## src/rtl/ftx_pkg.sv

```systemverilog
package ftx_pkg;
    typedef enum logic [2:0] {
        ST_IDLE,
        ST_SOF,
        ST_DATA,
        ST_CRCL,
        ST_CRCH,
        ST_EOF,
        ST_LOCK
    } ftx_state_e;

    localparam logic [7:0] FLAG_BYTE = 8'h7E;
endpackage

```

## src/rtl/ftx_crc_step.sv

```systemverilog
module ftx_crc_step #(
    parameter int          DATA_W = 8,
    parameter int          CRC_W  = 16,
    parameter logic [15:0] POLY   = 16'h1021
) (
    input  logic [CRC_W-1:0]  crc_in,
    input  logic [DATA_W-1:0] byte_in,
    output logic [CRC_W-1:0]  crc_out
);
    always_comb begin
        logic [CRC_W-1:0] c;
        logic             fb;
        c = crc_in;
        for (int i = DATA_W - 1; i >= 0; i--) begin
            fb = c[CRC_W-1] ^ byte_in[i];
            c  = {c[CRC_W-2:0], 1'b0} ^ (fb ? CRC_W'(POLY) : '0);
        end
        crc_out = c;
    end
endmodule

```

## src/rtl/ftx_end_detect.sv

```systemverilog
module ftx_end_detect #(
    parameter int LEN_W = 12
) (
    input  logic             end_sel,
    input  logic [LEN_W-1:0] sent_cnt,
    input  logic [LEN_W-1:0] target_len,
    input  logic             tag_bit,
    output logic             last_byte
);
    logic [LEN_W-1:0] next_cnt;

    assign next_cnt  = sent_cnt + LEN_W'(1);
    assign last_byte = end_sel ? tag_bit : (next_cnt == target_len);
endmodule

```

## src/rtl/framed_tx_ctrl.sv

```systemverilog
module framed_tx_ctrl #(
    parameter int          DATA_W    = 8,
    parameter int          LEN_W     = 12,
    parameter logic [15:0] CRC_POLY  = 16'h1021,
    parameter logic [15:0] CRC_PRESET = 16'hFFFF
) (
    input  logic                      clk,
    input  logic                      rst_n,
    input  logic                      end_sel,
    input  logic                      defer_en,
    input  logic                      start_strobe,
    input  logic                      urun_off,
    input  logic                      resume_strobe,
    input  logic [LEN_W-DATA_W-1:0]   len_hi,
    input  logic [DATA_W-1:0]         len_lo,
    input  logic                      fifo_empty,
    input  logic [DATA_W-1:0]         fifo_data,
    input  logic                      fifo_tag,
    output logic                      fifo_pop,
    output logic                      tx_valid,
    output logic [DATA_W-1:0]         tx_byte,
    output logic                      tx_is_flag,
    input  logic                      tx_ready,
    output logic                      locked
);
    import ftx_pkg::*;

    localparam int CRC_W = 2 * DATA_W;

    typedef struct packed {
        ftx_state_e       st;
        logic [LEN_W-1:0] cnt;
        logic [CRC_W-1:0] crc;
        logic             bad;
        logic             pend;
    } ftx_regs_t;

    ftx_regs_t        r_q, r_d;
    logic [CRC_W-1:0] crc_upd;
    logic             is_last;
    logic [LEN_W-1:0] target_len;
    logic [CRC_W-1:0] crc_wire;

    assign target_len = {len_hi, len_lo};
    assign crc_wire   = r_q.bad ? r_q.crc : ~r_q.crc;

    ftx_crc_step #(.DATA_W(DATA_W), .CRC_W(CRC_W), .POLY(CRC_POLY)) u_crc (
        .crc_in  (r_q.crc),
        .byte_in (fifo_data),
        .crc_out (crc_upd)
    );

    ftx_end_detect #(.LEN_W(LEN_W)) u_end (
        .end_sel    (end_sel),
        .sent_cnt   (r_q.cnt),
        .target_len (target_len),
        .tag_bit    (fifo_tag),
        .last_byte  (is_last)
    );

    always_comb begin
        r_d        = r_q;
        tx_valid   = 1'b0;
        tx_byte    = DATA_W'(FLAG_BYTE);
        tx_is_flag = 1'b0;
        fifo_pop   = 1'b0;
        if (start_strobe) r_d.pend = 1'b1;
        unique case (r_q.st)
            ST_IDLE: begin
                if (!fifo_empty && (!defer_en || r_q.pend)) begin
                    r_d.st   = ST_SOF;
                    r_d.pend = 1'b0;
                end
            end
            ST_SOF: begin
                tx_valid   = 1'b1;
                tx_is_flag = 1'b1;
                if (tx_ready) begin
                    r_d.st  = ST_DATA;
                    r_d.cnt = '0;
                    r_d.crc = CRC_W'(CRC_PRESET);
                    r_d.bad = 1'b0;
                end
            end
            ST_DATA: begin
                if (!fifo_empty) begin
                    tx_valid = 1'b1;
                    tx_byte  = fifo_data;
                    if (tx_ready) begin
                        fifo_pop = 1'b1;
                        r_d.cnt  = r_q.cnt + LEN_W'(1);
                        r_d.crc  = crc_upd;
                        if (is_last) r_d.st = ST_CRCL;
                    end
                end else if (!urun_off) begin
                    r_d.bad = 1'b1;
                    r_d.st  = ST_CRCL;
                end
            end
            ST_CRCL: begin
                tx_valid = 1'b1;
                tx_byte  = crc_wire[DATA_W-1:0];
                if (tx_ready) r_d.st = ST_CRCH;
            end
            ST_CRCH: begin
                tx_valid = 1'b1;
                tx_byte  = crc_wire[CRC_W-1:DATA_W];
                if (tx_ready) r_d.st = ST_EOF;
            end
            ST_EOF: begin
                tx_valid   = 1'b1;
                tx_is_flag = 1'b1;
                if (tx_ready) r_d.st = r_q.bad ? ST_LOCK : ST_IDLE;
            end
            ST_LOCK: begin
                if (resume_strobe && fifo_empty) r_d.st = ST_IDLE;
            end
            default: r_d.st = ST_IDLE;
        endcase
    end

    always_ff @(posedge clk) begin
        if (!rst_n) begin
            r_q.st   <= ST_IDLE;
            r_q.cnt  <= '0;
            r_q.crc  <= CRC_W'(CRC_PRESET);
            r_q.bad  <= 1'b0;
            r_q.pend <= 1'b0;
        end else begin
            r_q <= r_d;
        end
    end

    assign locked = (r_q.st == ST_LOCK);
endmodule

```

## config.mk

```make
export PLATFORM = sky130hd
export DESIGN_NAME = framed_tx_ctrl
export DESIGN_NICKNAME = d
export VERILOG_FILES = /design/src/rtl/ftx_pkg.sv /design/src/rtl/ftx_crc_step.sv /design/src/rtl/ftx_end_detect.sv /design/src/rtl/framed_tx_ctrl.sv
export SDC_FILE = /design/constraint.sdc
export NUM_CORES = 1
export LEC_CHECK = 0
export BUFFER_PORTS_ARGS = -buffer_cell sky130_fd_sc_hd__buf_2
export CAP_MARGIN = 10
export CORE_ASPECT_RATIO = 0.9
export CORE_MARGIN = 1.5
export CORE_UTILIZATION = 35
export CTS_CLUSTER_DIAMETER = 40
export DETAILED_ROUTE_END_ITERATION = 8
export GPL_TIMING_DRIVEN = 0
export SYNTH_ARGS = -nofsm -noshare
export SYNTH_HDL_FRONTEND = slang
export SYNTH_SLANG_ARGS = --single-unit
```

## constraint.sdc

```tcl
create_clock -name clk -period 2.4 [get_ports clk]
set_input_delay 0.12 -clock clk [delete_from_list [all_inputs] [get_ports clk]]
set_output_delay 0.12 -clock clk [all_outputs]
set_load 0.01 [all_outputs]
```

-- Word-level counts from Yosys, hierarchy flattened
Index checks and enable logic that the tools add are counted.
- flip-flop bits (word level): 33
- input bits: 30
- output and inout bits: 12
- word-level logic and storage cells: 92
- add/subtract/negate cells: 1
- equal/unequal tests: 20
- multiplexer cells: 37
- bitwise gates (word level): 17
- reductions and logical operators: 12
- operator list (kind ; number):
    16-bit XOR ; 8
    13-bit 2-to-1 mux ; 8
    29-bit case mux with 2 select lines ; 1
    32-bit 2-to-1 mux ; 1
    31-bit 2-to-1 mux ; 1
    28-bit 2-to-1 mux ; 1
    3-bit 2-to-1 mux ; 9
    8-bit case mux with 3 select lines ; 1
    3-bit case mux with 7 select lines ; 1
    2-bit != test, second input constant ; 9
    16-bit 2-to-1 mux ; 1
    16-bit NOT ; 1
    12-bit by 1-bit adder with 12-bit output, second input constant ; 1
    12-bit equality test ; 1
    1-bit 2-to-1 mux ; 11
    3-bit equality test, second input constant ; 3
    3-bit != test, second input constant ; 3
    9-bit AND reduction ; 1
    8-bit 2-to-1 mux ; 1
    4-bit AND reduction ; 2
    1-bit XOR ; 8
    3-bit by 2-bit equality test with 1-bit output, second input constant ; 2
    4-bit OR reduction ; 1
    3-bit by 1-bit equality test with 1-bit output, second input constant ; 1
    other kinds (8) ; 10

-- Depth between registers and ports, before layout
Gate-level depths: netlist of run 1.
- depth in word-level cells: 27
- mapped depth: 9
- depth with buffers taken out: 7

-- Hierarchy
Synthesis of run 1 repeated with hierarchy kept, for this count alone.
- cells, all modules: 322
- area total of the unflattened synthesis: 2695.1 µm²
- modules (own cells, without submodules) (module ; times used ; cells each ; area an instance (µm²) ; sequential area each (µm²)):
    framed_tx_ctrl ; 1 ; 239 ; 1886.8 ; 660.6
    ftx_end_detect ; 1 ; 58 ; 420.4 ; 0.0
    ftx_crc_step ; 1 ; 25 ; 387.9 ; 0.0

-- Least setup slack after synthesis of run 1
Ideal clock, no wire load.
- path kind: reg2reg
- from: reg r_q[18] (netlist name)
- to: reg r_q[30] (netlist name)
- library setup time: 0.058 ns
- arrival time: 1.970 ns
- data required time: 2.342 ns
- path slack: 0.371 ns
- stages on the path, launching flop included: 9
- buffers on the path: 1
- period minus slack after synthesis: 2.029 ns
- cell sequence: dfxtp_1 > ha_1 > clkbuf_2 > nand2b_1 > a22oi_1 > a31oi_1 > or3_1 > or4_1 > nand2_1
- cells in the longest elaborated chain, start to end: 5
- RTL lines (what ; RTL line ; source):
    from (decl) ; framed_tx_ctrl.sv:38 ; ftx_regs_t r_q, r_d;
    from (signal assigned) ; framed_tx_ctrl.sv:130 ; r_q <= r_d;
    12-bit by 1-bit adder with 12-bit output ; ftx_end_detect.sv:12 ; assign next_cnt = sent_cnt + LEN_W'(1);
    12-bit equality test ; ftx_end_detect.sv:13 ; assign last_byte = end_sel ? tag_bit : (next_cnt == target_len);
    1-bit 2-to-1 mux ; ftx_end_detect.sv:13 ;
    3-bit != test (no source line) ; - ;
    9-bit AND reduction (no source line) ; - ;
Every way passes these cells.
A chain may end at the register's enable or synchronous reset.

-- Worst setup path after layout of run 1
- from: reg r_q[31] (netlist name)
- to: out tx_byte[4]
- cells in the longest elaborated chain, start to end: 2
- elaborated cells on any way between the ends: 4
- classes of those cells: eq/ne (3); mux (1)
- RTL lines (what ; RTL line ; source):
    3-bit equality test / 3-bit by 2-bit equality test with 1-bit output (equally long branches) ; framed_tx_ctrl.sv:68 ; unique case (r_q.st)
    8-bit case mux with 3 select lines (*) ; framed_tx_ctrl.sv:68 ;
    to (decl) ; framed_tx_ctrl.sv:21 ; output logic [DATA_W-1:0] tx_byte,
Mark *: on every way between the ends. The rest lies on a longest branch, timed or not.

==> impl_metrics.env, run 1 <==
export IMPL_routedWlPerCell_um=15.7
export IMPL_drcViolationCount=0
export IMPL_synth_edf_count=0
export IMPL_finalHoldViolations=0
export IMPL_cts_hold_fix_buffers=0
export IMPL_layout_setup_ws_ns=0.133
export IMPL_grt_total_usage=0.188
export IMPL_hold_class="in2reg"
export IMPL_fin_tns_setup_ns=0
export IMPL_grt_pass1_vias=2285
export IMPL_finish_utilization=0.425
export IMPL_status="complete, no violations"
export IMPL_h_tree_depth=2
export IMPL_syn_avg_cell_area_um2=7.67
export IMPL_critical_path_max_fanout=10
export IMPL_combined_area_of_the_multi_input_logic_cells_mm2=0.00170
export IMPL_numClockSinks=33
export IMPL_wl_um=7430
export IMPL_post_layout_min_period_ns=2.27
export IMPL_floorplan_die_width_um=92.9
export IMPL_critical_path_arrival_ns=2.15
export IMPL_post_cts_repair_setup_buffers=0
export IMPL_sequential_cell_area_um2=662
export IMPL_crit_type="reg2out"
export IMPL_floorplan_initialDensity=0.362
export IMPL_worstPathRequired_ns=2.28
export IMPL_hpwl_um=5360
export IMPL_number_of_nets_with_antenna_violations_after_routing=0
export IMPL_clk_latency_ns=0.29
export IMPL_chip_height_um=83.9
export IMPL_grt_first_pass_wirelength_um=11700
export IMPL_p_leak_uw=0.00114
export IMPL_max_freq_mhz=441
export IMPL_antenna_diode_count=0
export IMPL_layout_worst_path_cycle_share=0.944
export IMPL_clock_root_buffer="sky130_fd_sc_hd__clkbuf_8"
export IMPL_setup_worst_path_end_class="output pin"
export IMPL_power_density_mw_per_mm2=705
export IMPL_first_iter_violations=208
export IMPL_grt_overflow_total=0
export IMPL_max_clock_path_buffers=2
export IMPL_worst_slew_pin_slew_ns=0.604
export IMPL_dp_worst_setup_slack_ns=-0.0472
export IMPL_core_area_mm2=0.00704
export IMPL_max_vdd_ir_drop_uv=287
export IMPL_portBuffers=40
export IMPL_cts_tree="done"
export IMPL_flop_and_latch_count_out_of_synthesis=33
export IMPL_grt_max_degree=11
export IMPL_netlist_area_mm2=0.00255
export IMPL_synth_cell_type_count=57
export IMPL_final_cell_count_no_fill=473
export IMPL_finalSetupViolations=0
export IMPL_startpoint_class="flip-flop"
export IMPL_clock_skew_ns=0.00488
export IMPL_placementRows=29
export IMPL_cts_reportedPaths_clkPinSlew_ns=0.07
export IMPL_max_cap_violations=0
export IMPL_syn_num_nets=364
export IMPL_top_regs="r_q: 33 flops"
export IMPL_nets=411
export IMPL_dieArea_mm2=0.00780
export IMPL_top_register="r_q"
export IMPL_synth_async_sr_flop_share=0
export IMPL_synthToLayoutAreaGrowth_pct=17.6
export IMPL_timing_max_slew_rel_slack=0.596
export IMPL_rsz0062_at_grt="no"
export IMPL_detailroute_via_count=2608
export IMPL_firstDrtPassIters=5
export IMPL_numCtsBuffers=5
export IMPL_synth_seq_area_share=0.259
export IMPL_yosysWarnings=0
export IMPL_syn_inst=332
export IMPL_yosys_most_used_dff="sky130_fd_sc_hd__dfxtp_1"
export IMPL_top_level_ports=42
export IMPL_design_power_total_uw=2110
export IMPL_via_per_inst=5.51
export IMPL_placed_cells_incl_taps=465
export IMPL_gp_routability_congestion=0.877
export IMPL_timing_final_max_slew_violations=0
export IMPL_num_fill_cells=728
export IMPL_grt_antenna_before_repair=0
export IMPL_number_of_flip_flops_in_the_largest_register=33
export IMPL_layout_drive_gt1_share=0.187
## worst max-delay path, cell delays in order, from the launching register on
cell                       delay, ns
sky130_fd_sc_hd__dfxtp_1        0.42
sky130_fd_sc_hd__clkbuf_2       0.24
sky130_fd_sc_hd__nand2b_1       0.18
sky130_fd_sc_hd__or2_2          0.12
sky130_fd_sc_hd__clkbuf_1       0.33
sky130_fd_sc_hd__o221ai_1       0.17
sky130_fd_sc_hd__a22oi_1        0.23
sky130_fd_sc_hd__buf_2          0.18
## where the power goes
group	internal, µW	switching (µW)
registers	587	39.7
logic	361	567
clock network	339	216
total	1290	823
## cell type report
class                   count  share of cell area
well taps                  93              0.0389
repair buffers             40              0.0669
clock buffers               7              0.0288
inverters                  10              0.0125
multi-input cells         264               0.568
flip-flops and latches     33               0.221
clock inverters             1              0.0100
plain buffers              25              0.0535
## synthesized netlist by cell type (all sizes together), types with 3 or more instances
cell | count | area (µm²)
a21boi | 4 | 30.0
a21oi | 16 | 80.1
a221o | 6 | 60.1
a22oi | 9 | 67.6
a31oi | 6 | 37.5
and4 | 3 | 27.5
buf | 4 | 26.3
clkbuf | 20 | 96.3
dfxtp | 33 | 661
inv | 10 | 37.5
nand2 | 43 | 161
nand2b | 4 | 25.0
nand3 | 7 | 47.6
nand4 | 4 | 31.3
nor2 | 17 | 63.8
nor2b | 9 | 56.3
nor3 | 7 | 46.3
o211ai | 5 | 37.5
o21a | 6 | 45.0
o21ai | 24 | 120
o221ai | 5 | 43.8
o22ai | 19 | 119
or2 | 6 | 37.5
xnor2 | 23 | 201
xor2 | 14 | 123
## metrics by stage
step | hold slack (ns) | cell area, µm²
2_1_floorplan | 0.274 | 2550
6_report | 0.116 | 2990
3_5_place_dp | 0.410 | 2860
4_1_cts | 0.107 | 2990
3_3_place_gp | 0.402 | 2860
5_1_grt | 0.145 | 2990
## metal layers
metal	wire, µm	part of all wire	global-route usage
met1	3730	0.50	0.274
met2	3300	0.44	0.283
met3	276	0.037	0.0319
met4	127	0.017	0.0510
met5	0	0	0
## logic make-up after synthesis
group	count (synthesis)	synth area share
xor+xnor	37	0.127
mux	1	0.00393
simple gates	110	0.225
fa+ha+maj	2	0.00983
flops	33	0.259
compound gates	114	0.299
buf+inv	35	0.0757
## cell usage in the layout (no fill, tap or decap), types with 6 or more instances in the layout
cell | netlist | layout
sky130_fd_sc_hd__xnor2_1 | 23 | 23
sky130_fd_sc_hd__dfxtp_1 | 33 | 32
sky130_fd_sc_hd__a31oi_1 | 6 | 6
sky130_fd_sc_hd__o22ai_1 | 19 | 19
sky130_fd_sc_hd__clkbuf_1 | 17 | 14
sky130_fd_sc_hd__nand2_1 | 43 | 43
sky130_fd_sc_hd__buf_2 | 3 | 43
sky130_fd_sc_hd__o21ai_0 | 24 | 24
sky130_fd_sc_hd__xor2_1 | 14 | 14
sky130_fd_sc_hd__a21oi_1 | 16 | 16
sky130_fd_sc_hd__nor2b_1 | 9 | 8
sky130_fd_sc_hd__clkbuf_8 | 2 | 8
sky130_fd_sc_hd__o21a_1 | 6 | 6
sky130_fd_sc_hd__nand3_1 | 6 | 6
sky130_fd_sc_hd__nor3_1 | 6 | 6
sky130_fd_sc_hd__a22oi_1 | 9 | 9
sky130_fd_sc_hd__a221o_1 | 6 | 6
sky130_fd_sc_hd__nor2_1 | 17 | 17
sky130_fd_sc_hd__inv_1 | 10 | 10
## worst paths after layout
check	from	to	slack, ns	depth (start not counted)
setup / recovery	r_q[31]	tx_byte[4]	0.13	7
hold / removal	start_strobe	r_q[0]	0.12	3
setup reg to reg	r_q[18]	r_q[30]	0.20	8
hold reg to reg	r_q[0]	r_q[0]	0.55	2
## what timing repair did
action	4_1_cts	5_1_grt
endpoints found under the setup margin	4	11
gates resized for setup	3	6
gates cloned	0	0
Power figures use the tool's default switching activity.
==> run 2, diff against run 1 <==
clock period = 2.1 ns   (was 2.4 ns; I/O delays follow)
==> run 2 against run 1 <==
Non-clock buffer count increased by 1. Sequential power increased by 15%. Clock-buffer cell count unchanged. Utilization increased by 1.1 points. Setup slack got worse by 0.057 ns. Critical path depth decreased by 1. Register-to-register slack got worse by 0.10 ns. Largest cell class unchanged. Combinational power increased by 24%. Total power increased by 19%. Via count increased by 1.2%.
==> impl_metrics.env, run 2 (synthesized netlist as in run 1, its figures left out) <==
export IMPL_status="complete, no violations"
export IMPL_power_density_mw_per_mm2=815
export IMPL_floorplan_die_width_um=92.9
export IMPL_layout_drive_gt1_share=0.236
export IMPL_regToRegEndpoint="r_q[30]"
export IMPL_top_regs="r_q: 33 flops"
export IMPL_grt_pass1_vias=2277
export IMPL_detailroute_via_count=2640
export IMPL_gp_routability_congestion=0.877
export IMPL_grt_first_pass_wirelength_um=11700
export IMPL_clock_root_buffer="sky130_fd_sc_hd__clkbuf_8"
export IMPL_nets=412
export IMPL_finalHoldViolations=0
export IMPL_min_delay_start="start_strobe"
export IMPL_whs_ns=0.107
export IMPL_worstPathRequired_ns=2.00
export IMPL_crit_chain="clkbuf_4 > nand2b_1 > nor2_2 > a221o_1 > a22oi_1 > buf_2"
export IMPL_grt_total_usage=0.189
export IMPL_wl_um=7520
export IMPL_chip_height_um=83.9
export IMPL_dieArea_mm2=0.00780
export IMPL_top_level_ports=42
export IMPL_buf_inv_stages_crit_path=2
export IMPL_timing_final_max_slew_violations=0
export IMPL_layout_worst_path_cycle_share=0.964
export IMPL_delay_heaviest_family_cp="compound AO/OA/AOI/OAI gates"
export IMPL_placementRows=29
export IMPL_finish_utilization=0.436
export IMPL_clk_latency_ns=0.29
export IMPL_drcViolationCount=0
export IMPL_grt_antenna_before_repair=0
export IMPL_setup_worst_path_end_class="output pin"
export IMPL_timing_max_slew_rel_slack=0.614
export IMPL_synthToLayoutAreaGrowth_pct=20.6
export IMPL_clock_skew_ns=0.00624
export IMPL_critical_path_max_fanout=10
export IMPL_grt_overflow_total=0
export IMPL_first_iter_violations=197
export IMPL_worst_slew_pin_slew_ns=0.580
export IMPL_routedWlPerCell_um=15.9
export IMPL_r2r_worst_path_cells=7
export IMPL_cts_reportedPaths_clkPinSlew_ns=0.07
export IMPL_post_layout_min_period_ns=2.02
export IMPL_num_fill_cells=716
export IMPL_final_cell_mix="sky130_fd_sc_hd__buf_2, sky130_fd_sc_hd__nand2_1, sky130_fd_sc_hd__dfxtp_1, sky130_fd_sc_hd__o21ai_0, sky130_fd_sc_hd__xnor2_1"
export IMPL_numCtsBuffers=5
export IMPL_hpwl_um=5360
export IMPL_critical_path_arrival_ns=1.92
export IMPL_h_tree_depth=2
export IMPL_max_clock_path_buffers=2
export IMPL_max_cap_violations=0
export IMPL_design_power_total_uw=2500
export IMPL_portBuffers=40
export IMPL_finalSetupViolations=0
export IMPL_reg2reg_setup_slack_ns=0.10
export IMPL_antenna_diode_count=0
export IMPL_fin_tns_setup_ns=0
export IMPL_whs_path_depth=3
export IMPL_cp_slowest_cell="sky130_fd_sc_hd__dfxtp_2"
export IMPL_worst_hold_path_endpoint="r_q[0]"
export IMPL_max_vdd_ir_drop_uv=320
export IMPL_core_area_mm2=0.00704
export IMPL_cts_tree="done"
export IMPL_final_common_cell="sky130_fd_sc_hd__buf_2"
export IMPL_p_leak_uw=0.00117
export IMPL_via_per_inst=5.57
export IMPL_numClockSinks=33
export IMPL_firstDrtPassIters=5
export IMPL_hold_class="in2reg"
export IMPL_cts_hold_fix_buffers=0
export IMPL_grt_max_degree=11
export IMPL_number_of_flip_flops_in_the_largest_register=33
export IMPL_timing_critical_path_slowest_cell_delay_ns=0.39
export IMPL_crit_type="reg2out"
export IMPL_startpoint_class="flip-flop"
export IMPL_number_of_nets_with_antenna_violations_after_routing=0
export IMPL_top_register="r_q"
export IMPL_max_freq_mhz=494
export IMPL_critical_path_reg2reg_startpoint="r_q[18]"
export IMPL_floorplan_initialDensity=0.362
## run 2: changes by cell type in the layout (fill, tap and decap cells not counted), sizes merged
cell and delta:
buf +4, clkbuf -3
## run 2: area by class of cell
| cell class | count | area [µm²] | area share |
|---|---|---|---|
| plain buffers | 22 | 161 | 0.0525 |
| clock buffers | 7 | 86.3 | 0.0281 |
| clock inverters | 1 | 30.0 | 0.00978 |
| inverters | 10 | 37.5 | 0.0122 |
| multi-input cells | 264 | 1740 | 0.567 |
| flip-flops and latches | 33 | 668 | 0.218 |
| well taps | 93 | 116 | 0.0379 |
| repair buffers | 44 | 230 | 0.0749 |
## run 2: metrics by stage
stage | instance area (µm²) | setup slack [ns] | std cells
6_report | 3070 | 0.0764 | 474
5_1_grt | 3070 | -0.00514 | 474
2_1_floorplan | 2550 | 0.0714 | 332
3_3_place_gp | 2860 | -0.334 | 465
3_5_place_dp | 2860 | -0.347 | 465
4_1_cts | 3030 | -0.0176 | 473
## run 2: how the worst max path moves through the flow
stage,endpoint,cells past startpoint,start,slack (ns)
CTS,tx_byte[1],7,r_q[31],-0.02
detailed placement,r_q[28],8,r_q[30],-0.35
global route,tx_byte[7],8,r_q[31],-0.005
floorplan,r_q[30],8,r_q[18],0.07
finish,tx_byte[4],6,r_q[31],0.08
global placement,r_q[20],7,r_q[30],-0.33
## run 2: timing repair
action	CTS	global route
pin swaps	1	0
gates resized for setup	17	18
endpoints found under the setup margin	31	24
cloned	0	0
setup buffers	2	2
## run 2: metal layers
metal,GRT usage,up-vias,routed length [µm]
met5,0,-,0
met4,0.0510,0,93
met3,0.0319,7,361
met2,0.282,82,3390
met1,0.277,1242,3670
li1,-,1309,-
## run 2: power breakdown
part | total (µW) | switching (µW) | internal, µW
Sequential | 722 | 49.8 | 673
Clock | 634 | 247 | 387
Combinational | 1150 | 665 | 481
## run 2: worst register-to-register path, delay by kind of cell (launching register included)
family / cells / cell delay [ns]
AO/OA/AOI/OAI: 2 / 0.25
adder cells (fa/ha/maj): 1 / 0.21
flip-flops: 1 / 0.39
AND/OR/NAND/NOR: 4 / 1.10
